[config.mk]
export PLATFORM = sky130hd
export DESIGN_NAME = pipe_adc_corrector
export DESIGN_NICKNAME = d
export VERILOG_FILES = /design/src/rtl/pipe_adc_corrector.sv
export SDC_FILE = /design/constraint.sdc
export NUM_CORES = 1
export LEC_CHECK = 0
export ABC_CLOCK_PERIOD_IN_PS = 3200
export CORE_UTILIZATION = 49
export CTS_BUF_LIST = sky130_fd_sc_hd__clkbuf_16
export CTS_CLUSTER_DIAMETER = 40
export CTS_CLUSTER_SIZE = 20
export DETAILED_ROUTE_END_ITERATION = 12
export PLACE_DENSITY = 0.75
export REMOVE_ABC_BUFFERS = 1
export SLEW_MARGIN = 25
export SYNTH_ARGS = -nofsm -noshare
export SYNTH_HDL_FRONTEND = slang
export SYNTH_SLANG_ARGS = --single-unit
[constraint.sdc]
create_clock -name clk -period 3.2 [get_ports clk]
set_input_delay 0.96 -clock clk [delete_from_list [all_inputs] [get_ports clk]]
set_output_delay 0.96 -clock clk [all_outputs]
set_load 0.005 [all_outputs]
[src/rtl/pipe_adc_corrector.sv]
module pipe_adc_corrector #(
  parameter int STAGES = 4,
  parameter int CODE_W = 3,
  parameter int FINE_W = 4,
  parameter int OUT_W  = 12
) (
  input  logic                     clk,
  input  logic                     rst,
  input  logic                     in_valid,
  input  logic [STAGES*CODE_W-1:0] stage_codes,
  input  logic [FINE_W-1:0]        fine_code,
  output logic [OUT_W-1:0]         word,
  output logic                     word_valid
);
  localparam int STEP   = CODE_W - 1;
  localparam int BASE   = FINE_W - STEP;
  localparam int TOP_SH = BASE + STEP * (STAGES - 1);
  localparam int RAW_W  = TOP_SH + CODE_W + 2;
  localparam int SUM_W  = (RAW_W > OUT_W + 1) ? RAW_W : OUT_W + 2;

  logic [CODE_W-1:0] aligned [STAGES];
  logic [STAGES-1:0] vld_q;
  logic [SUM_W-1:0]  sum;
  logic [OUT_W-1:0]  limited;

  genvar g;
  generate
    for (g = 0; g < STAGES; g++) begin : g_stage
      localparam int DEPTH = STAGES - g;
      logic [CODE_W-1:0] dly [DEPTH];
      always_ff @(posedge clk) begin
        if (rst) begin
          for (int j = 0; j < DEPTH; j++) dly[j] <= '0;
        end else begin
          dly[0] <= stage_codes[g*CODE_W +: CODE_W];
          for (int j = 1; j < DEPTH; j++) dly[j] <= dly[j-1];
        end
      end
      assign aligned[g] = dly[DEPTH-1];
    end
  endgenerate

  always_ff @(posedge clk) begin
    if (rst) vld_q <= '0;
    else     vld_q <= {vld_q[STAGES-2:0], in_valid};
  end

  always_comb begin
    sum = SUM_W'(fine_code);
    for (int k = 0; k < STAGES; k++)
      sum = sum + ((SUM_W'(aligned[k]) - SUM_W'(1)) << (BASE + STEP * (STAGES - 1 - k)));
  end

  assign limited = sum[SUM_W-1]             ? '0 :
                   (|sum[SUM_W-2:OUT_W])    ? '1 :
                                              sum[OUT_W-1:0];

  always_ff @(posedge clk) begin
    if (rst) begin
      word       <= '0;
      word_valid <= 1'b0;
    end else begin
      word       <= limited;
      word_valid <= vld_q[STAGES-1];
    end
  end
endmodule


==> flow_metrics.py, run 1 <==
metrics = {
    "run_status": {
        "outcome": "finished, violations left",
        "violations": "setup timing",
    },
    "critical_path": {
        "cpPeakStageDelay_ps": 540,
        "critPathArrivalTime_ps": 3590,
        "end_kind": "flip-flop",
        "timing.rr.end": "word[3]$_SDFF_PP0_",
        "cp_max_fo": 6,
        "reg2reg_from": "g_stage[3].dly[0][0]$_SDFF_PP0_",
        "r2r_cells": 12,
        "cp-start-kind": "flip-flop",
        "slowest_stage": "fa_1",
        "ff2ff_setup_slack_ps": -230,
        "cp.required_ps": 3360,
        "worstPathCellList": "or3_4 -> xnor2_2 -> ha_1 -> buf_6 -> fa_1 -> ha_4 -> and2_4 -> a221o_1 -> a31oi_2 -> mux2i_2 -> buf_6 -> a31oi_2",
        "criticalPathCategory": "flip-flop to flip-flop",
    },
    "die": {
        "core_um2": 4470,
        "die_h_um": 71.0,
        "pin_count": 32,
        "start_util_pct": 52.2,
        "row_count": 24,
        "die_x_um": 71.0,
        "dieArea_um2": 5050,
    },
    "detailed_routing": {
        "top_layer_used": "met4",
        "viasPerCell": 4.85,
        "ant_nets": 0,
        "drcViolationCount": 0,
        "wl_um": 3810,
        "wl_met1_um": 1720,
        "dr.pass1.iters": 6,
        "vias": 1620,
        "routed-wl-met2_um": 1940,
        "drtIter0Drc": 52,
        "dr_wl_met3_um": 93,
        "wl_per_cell_um": 11.4,
    },
    "cells_and_area": {
        "synthToLayoutAreaGrowth_pct": 36.4,
        "final_nets": 334,
        "stdcell_count": 334,
        "diodes": 0,
        "drive_above_1_share_pct": 26.2,
    },
    "timing": {
        "drv_slew": 0,
        "post-route-min-period_ps": 3430,
        "setup_viol": 12,
        "finalCritPeriodShare_pct": 107,
        "hold_viol": 0,
        "clock.fmax_mhz": 291,
        "rsz0062_at_grt": "true",
        "setup_slack_ps": -231,
        "skew_ps": 5.61,
        "tns_ps": -2670,
        "relSlewSlack_pct": 79.0,
        "tightest_slew_ps": 315,
    },
    "cts": {
        "cts_buffers": 5,
        "cts_root_buf": "clkbuf_16",
        "hold_buffers": 0,
        "cts_setup_buffers": 0,
        "h-tree-depth": 2,
        "clkTransAtPathRegs_ps": 60,
        "cts_tree": "done",
        "clock_path_buffers": 2,
        "clkSinkCount": 47,
        "insertion_delay_ps": 280,
    },
    "place": {
        "io_buffer_count": 31,
        "dpl.hpwl_um": 2770,
        "routabilityCongestion": 0.841,
        "dpl.cell_count": 325,
    },
    "synth": {
        "ys_seq_area_share_pct": 40.3,
        "synth-seq-cells": 47,
        "synth.distinct_cells": 35,
        "syn_avg_cell_area_um2": 10.8,
        "netlist_area_um2": 2340,
        "ys_warn_count": 0,
        "syn_inst": 216,
    },
    "power_and_ir_drop": {
        "vdd_drop_max_mv": 0.424,
        "seqPwrFrac_pct": 28.6,
        "total_power_mw": 2.35,
        "power_density_nw_per_um2": 738,
        "power_frac_comb_pct": 50.0,
        "p_switching_uw": 767,
        "pwr-share-clk_pct": 21.3,
        "p_leak_nw": 1.36,
        "switching_share_pct": 32.6,
        "power.internal_mw": 1.58,
    },
    "min_path": {
        "min_path_type": "flip-flop to flip-flop",
        "min_to": "g_stage[0].dly[3][1]$_SDFF_PP0_",
        "holdCritStartpoint": "g_stage[0].dly[2][1]$_SDFF_PP0_",
        "min_path_cells": 1,
    },
    "global_route": {
        "grt_max_degree": 36,
        "grt_pass1_wl_um": 6580,
        "grt_usage_pct": 16.9,
        "grt_remaining_overflow": 0,
        "grt_pass1_vias": 1580,
        "antenna_found_initial": 0,
    },
    "job": {
        "maxCapViolations": 0,
    },
}
[metal layers]
metal  vias up  global-route usage, %
li1        843                      -
met2        20                   29.8
met1       750                   20.1
met4         0                   5.33
met3         7                   4.27
met5         -                      0
[power by group through the flow]
stage	Clock, mW	Sequential, mW	Combinational (mW)
2_1_floorplan	0	0.692	0.654
3_3_place_gp	0	0.685	1.07
3_5_place_dp	0	0.687	1.08
4_1_cts	0.511	0.674	1.13
5_1_grt	0.540	0.679	1.30
6_report	0.502	0.673	1.18
[cell families (layout without fill, tap and decap cells)]
family,Yosys count,after routing,synth area share (%)
mux,1,1,0.429
fa+ha+maj,34,34,20.1
xor+xnor,18,18,6.75
flops,47,47,40.3
buf+inv,31,97,5.94
compound gates,32,32,12.9
simple gates,53,53,13.6
[worst max path at each step]
stage,start,to,cells after the start
after floorplan,g_stage[3].dly[0][2]$_SDFF_PP0_,word[10]$_SDFF_PP0_,12
after global placement,g_stage[3].dly[0][2]$_SDFF_PP0_,word[11]$_SDFF_PP0_,13
after detailed placement,fine_code[3],word[2]$_SDFF_PP0_,11
after CTS,g_stage[3].dly[0][2]$_SDFF_PP0_,word[0]$_SDFF_PP0_,13
after global routing,g_stage[3].dly[0][0]$_SDFF_PP0_,word[3]$_SDFF_PP0_,12
final,g_stage[3].dly[0][0]$_SDFF_PP0_,word[3]$_SDFF_PP0_,12
[cells in the final DEF (no fill, tap or decap), types with 2 or more instances in the layout]
cell and n:
a21o_1 2, a21o_2 2, a21oi_1 2, a21oi_2 2, a31oi_1 2, a31oi_2 9, buf_4 31, buf_6 3
clkbuf_16 5, clkdlybuf4s50_1 31, dfxtp_1 46, fa_1 6, ha_1 24, ha_2 2, ha_4 2, inv_1 21
nand2_1 2, nor2_1 4, nor2b_1 37, nor3_1 3, o21ai_0 3, o21bai_1 3, xnor2_1 9, xnor2_2 3
xor2_1 6
[final cells by class]
cell class                 instances  area, µm²
multi-input combinational        138       1340
fill                             328       1290
sequential                        47        942
timing repair buffer              66        597
clock buffer                       5        125
inverter                          23       93.8
tap                               52       65.1
clock inverter                     3       20.0
[cells in the mapped netlist]
cell type,instances,share of area (%)
inv_2,1,0.16
and2_4,1,0.38
nand2_1,2,0.32
ha_1,28,15
nor3_1,3,0.64
o31ai_4,1,0.91
fa_1,6,5.1
clkdlybuf4s15_1,1,0.43
nand2b_1,1,0.27
nand3_1,1,0.21
a21o_1,2,0.64
a221o_1,1,0.43
mux2i_1,1,0.43
xnor2_1,12,4.5
a21oi_1,4,0.86
buf_2,1,0.21
nor2_1,4,0.64
and2_2,1,0.32
nor2b_1,37,9.9
a21o_2,2,0.75
o21bai_1,4,1.3
a31oi_1,3,0.80
and2b_1,1,0.32
a31oi_2,8,4.3
dfxtp_1,47,40
inv_1,22,3.5
o21ai_0,3,0.64
or3_1,2,0.54
a31o_2,1,0.38
o2111a_1,1,0.48
xor2_1,6,2.2
a31oi_4,1,0.91
buf_6,2,0.96
a211oi_2,1,0.54
clkbuf_1,4,0.64
[through the flow]
stage / hold WS [ps] / setup slack (ps) / area (µm²) / utilization, %
3_5_place_dp: 420 / -365 / 2930 / 65.4
3_3_place_gp: 417 / -302 / 2930 / 65.4
6_report: 434 / -231 / 3190 / 71.2
4_1_cts: 435 / -277 / 3100 / 69.4
5_1_grt: 446 / -318 / 3190 / 71.2
2_1_floorplan: 414 / -794 / 2280 / -
[state kept, by name, summed over array words and instances (netlist names)]
| name | cells |
|---|---|
| vld_q | 4 |
| g_stage.dly | 30 |
| word_valid | 1 |
| word | 12 |
[critical path, delay by kind of cell (launching register included)]
kind	cells	cell delay, ps
multiplexers	1	330
XOR/XNOR	1	160
flip-flops	1	320
adder cells (fa/ha/maj)	3	1050
AO/OA/AOI/OAI	3	560
AND/OR/NAND/NOR	2	580
buffers and inverters	2	320
[repair_timing]
action / 4_1_cts / 5_1_grt
cloned: 1 / 0
pin swaps: 1 / 5
setup endpoints to repair: 12 / 12
resized for setup: 5 / 17
No activity file was read; power rests on OpenSTA's default activity.
==> run 2: changes to the inputs <==
--- a/config.mk
+++ b/config.mk
@@ -11,7 +11,7 @@
 export CTS_CLUSTER_DIAMETER = 40
 export CTS_CLUSTER_SIZE = 20
 export DETAILED_ROUTE_END_ITERATION = 12
-export PLACE_DENSITY = 0.75
+export PLACE_DENSITY_LB_ADDON = 0.25
 export REMOVE_ABC_BUFFERS = 1
 export SLEW_MARGIN = 25
 export SYNTH_ARGS = -nofsm -noshare
==> flow_metrics.py, run 2 (same netlist as run 1, synthesis figures left out) <==
metrics = {
    "cells_and_area": {
        "synthToLayoutAreaGrowth_pct": 37.9,
        "mostFrequentLayoutCell": "dfxtp_1",
        "largest_register_ff_count": 30,
        "largest_registers": "g_stage.dly x30, word x12, vld_q x4",
        "final_nets": 336,
        "top_register": "g_stage.dly",
        "drive_above_1_share_pct": 25.7,
        "final_cell_mix": "dfxtp_1, nor2b_1, buf_4, clkdlybuf4s50_1, ha_1",
        "stdcell_count": 336,
        "diodes": 0,
    },
    "detailed_routing": {
        "wl_um": 4220,
        "ant_nets": 0,
        "drtIter0Drc": 60,
        "dr.pass1.iters": 6,
        "vias": 1627,
        "drcViolationCount": 0,
        "wl_per_cell_um": 12.6,
        "viasPerCell": 4.84,
    },
    "cts": {
        "cts_tree": "done",
        "hold_buffers": 0,
        "h-tree-depth": 2,
        "cts_root_buf": "clkbuf_16",
        "clkTransAtPathRegs_ps": 60,
        "insertion_delay_ps": 280,
        "clkSinkCount": 47,
        "clock_path_buffers": 2,
        "cts_buffers": 5,
    },
    "timing": {
        "tightest_slew_ps": 309,
        "rsz0062_at_grt": "true",
        "relSlewSlack_pct": 79.4,
        "skew_ps": 5.48,
        "clock.fmax_mhz": 286,
        "setup_viol": 12,
        "hold_viol": 0,
        "post-route-min-period_ps": 3490,
        "setup_slack_ps": -293,
        "tns_ps": -3380,
        "drv_slew": 0,
        "finalCritPeriodShare_pct": 109,
    },
    "power_and_ir_drop": {
        "p_leak_nw": 1.38,
        "vdd_drop_max_mv": 0.474,
        "power_density_nw_per_um2": 776,
    },
    "die": {
        "die_h_um": 71.0,
        "row_count": 24,
        "dieArea_um2": 5050,
        "pin_count": 32,
        "core_um2": 4470,
        "start_util_pct": 52.2,
        "die_x_um": 71.0,
    },
    "critical_path": {
        "cp_max_fo": 6,
        "reg2reg_from": "g_stage[3].dly[0][2]$_SDFF_PP0_",
        "r2r_cells": 12,
        "timing.rr.end": "word[7]$_SDFF_PP0_",
        "crit_buf_inv": 2,
        "crit_family": "adder cells",
        "cp.required_ps": 3360,
        "cpPeakStageDelay_ps": 470,
        "end_kind": "flip-flop",
        "ff2ff_setup_slack_ps": -290,
        "criticalPathCategory": "flip-flop to flip-flop",
        "slowest_stage": "fa_1",
        "critPathArrivalTime_ps": 3650,
        "worstPathCellList": "or3_4 -> xnor2_4 -> ha_4 -> buf_6 -> fa_1 -> ha_1 -> and2_4 -> a221o_1 -> a31oi_2 -> mux2i_2 -> buf_6 -> a31oi_2",
        "cp-start-kind": "flip-flop",
    },
    "global_route": {
        "grt_pass1_vias": 1662,
        "antenna_found_initial": 0,
        "grt_remaining_overflow": 0,
        "grt_usage_pct": 18.3,
        "grt_pass1_wl_um": 7090,
        "grt_max_degree": 36,
    },
    "job": {
        "maxCapViolations": 0,
    },
    "min_path": {
        "holdCritStartpoint": "g_stage[2].dly[0][2]$_SDFF_PP0_",
        "min_path_type": "flip-flop to flip-flop",
        "min_path_cells": 1,
        "min_to": "g_stage[2].dly[0][5]$_SDFF_PP0_",
    },
    "place": {
        "io_buffer_count": 31,
        "dpl.hpwl_um": 2820,
        "dpl.cell_count": 325,
        "routabilityCongestion": 0.808,
    },
    "run_status": {
        "outcome": "finished, violations left",
        "violations": "setup timing",
    },
}
-- run 2: changes by cell type in the layout (fill, tap and decap cells not counted), sizes merged --
| cell | delta |
|---|---|
| buf | +2 |
| bufinv | +1 |
| inv | +1 |
| clkinv | -1 |
| clkinvlp | -1 |
-- run 2: worst max path at each step --
stage	to	startpoint	cells past startpoint
final	word[7]$_SDFF_PP0_	g_stage[3].dly[0][2]$_SDFF_PP0_	12
after floorplan	word[10]$_SDFF_PP0_	g_stage[3].dly[0][2]$_SDFF_PP0_	12
after detailed placement	word[8]$_SDFF_PP0_	fine_code[3]	11
after global routing	word[7]$_SDFF_PP0_	g_stage[3].dly[0][2]$_SDFF_PP0_	12
after global placement	word[11]$_SDFF_PP0_	g_stage[3].dly[0][2]$_SDFF_PP0_	13
after CTS	word[10]$_SDFF_PP0_	g_stage[3].dly[0][0]$_SDFF_PP0_	12
-- run 2: worst register-to-register path: stages, from the launching register on --
cell,delay [ps]
dfxtp_2,320
or3_4,450
xnor2_4,200
ha_4,230
buf_6,120
fa_1,470
ha_1,330
and2_4,150
a221o_1,330
a31oi_2,190
mux2i_2,330
buf_6,190
a31oi_2,50
-- run 2: area by class of cell --
type,instances,area (µm²)
repair buffers,68,612
multi-input cells,138,1340
inverters,23,91.3
fillers,317,1250
clock inverters,3,42.5
well taps,52,65.1
clock buffers,5,125
flip-flops and latches,47,943
-- run 2: stage by stage --
stage	total power, mW	utilization [%]	worst slack (ps)	cell area (µm²)	hold WS, ps
5_1_grt	2.65	72.0	-397	3220	448
3_3_place_gp	1.75	65.4	-312	2930	417
3_5_place_dp	1.78	65.4	-384	2930	422
6_report	2.50	72.0	-293	3220	437
2_1_floorplan	1.35	-	-794	2280	414
4_1_cts	2.44	70.5	-306	3160	438
-- run 2: what timing repair did --
action / CTS / global route
pin swaps: 9 / 8
endpoints found under the setup margin: 12 / 12
setup buffers: 2 / 0
gates cloned: 1 / 0
resized for setup: 11 / 10
-- run 2: metal layers --
metal	GRT usage [%]	part of all wire, %	vias to the layer above
met3	4.27	2.9	6
met4	6.00	1.3	0
met2	34.5	54	25
li1	-	-	842
met5	0	0	-
met1	20.1	42	754
-- run 2: report_power, final --
group	switching (mW)	internal (mW)	leakage [nW]	total, mW
sequential	0.0162	0.657	0.388	0.673
clock	0.212	0.368	0.0818	0.580
combinational	0.585	0.662	0.914	1.25
total	0.812	1.69	1.38	2.50
==> run 3: changes to the inputs <==
--- a/config.mk
+++ b/config.mk
@@ -11,6 +11,7 @@
 export CTS_CLUSTER_DIAMETER = 40
 export CTS_CLUSTER_SIZE = 20
 export DETAILED_ROUTE_END_ITERATION = 12
+export HOLD_SLACK_MARGIN = 0.03
 export PLACE_DENSITY_LB_ADDON = 0.25
 export REMOVE_ABC_BUFFERS = 1
 export SLEW_MARGIN = 25
==> results of run 3 <==
Same layout as run 2: the final DEF is identical, and so are final timing and power.
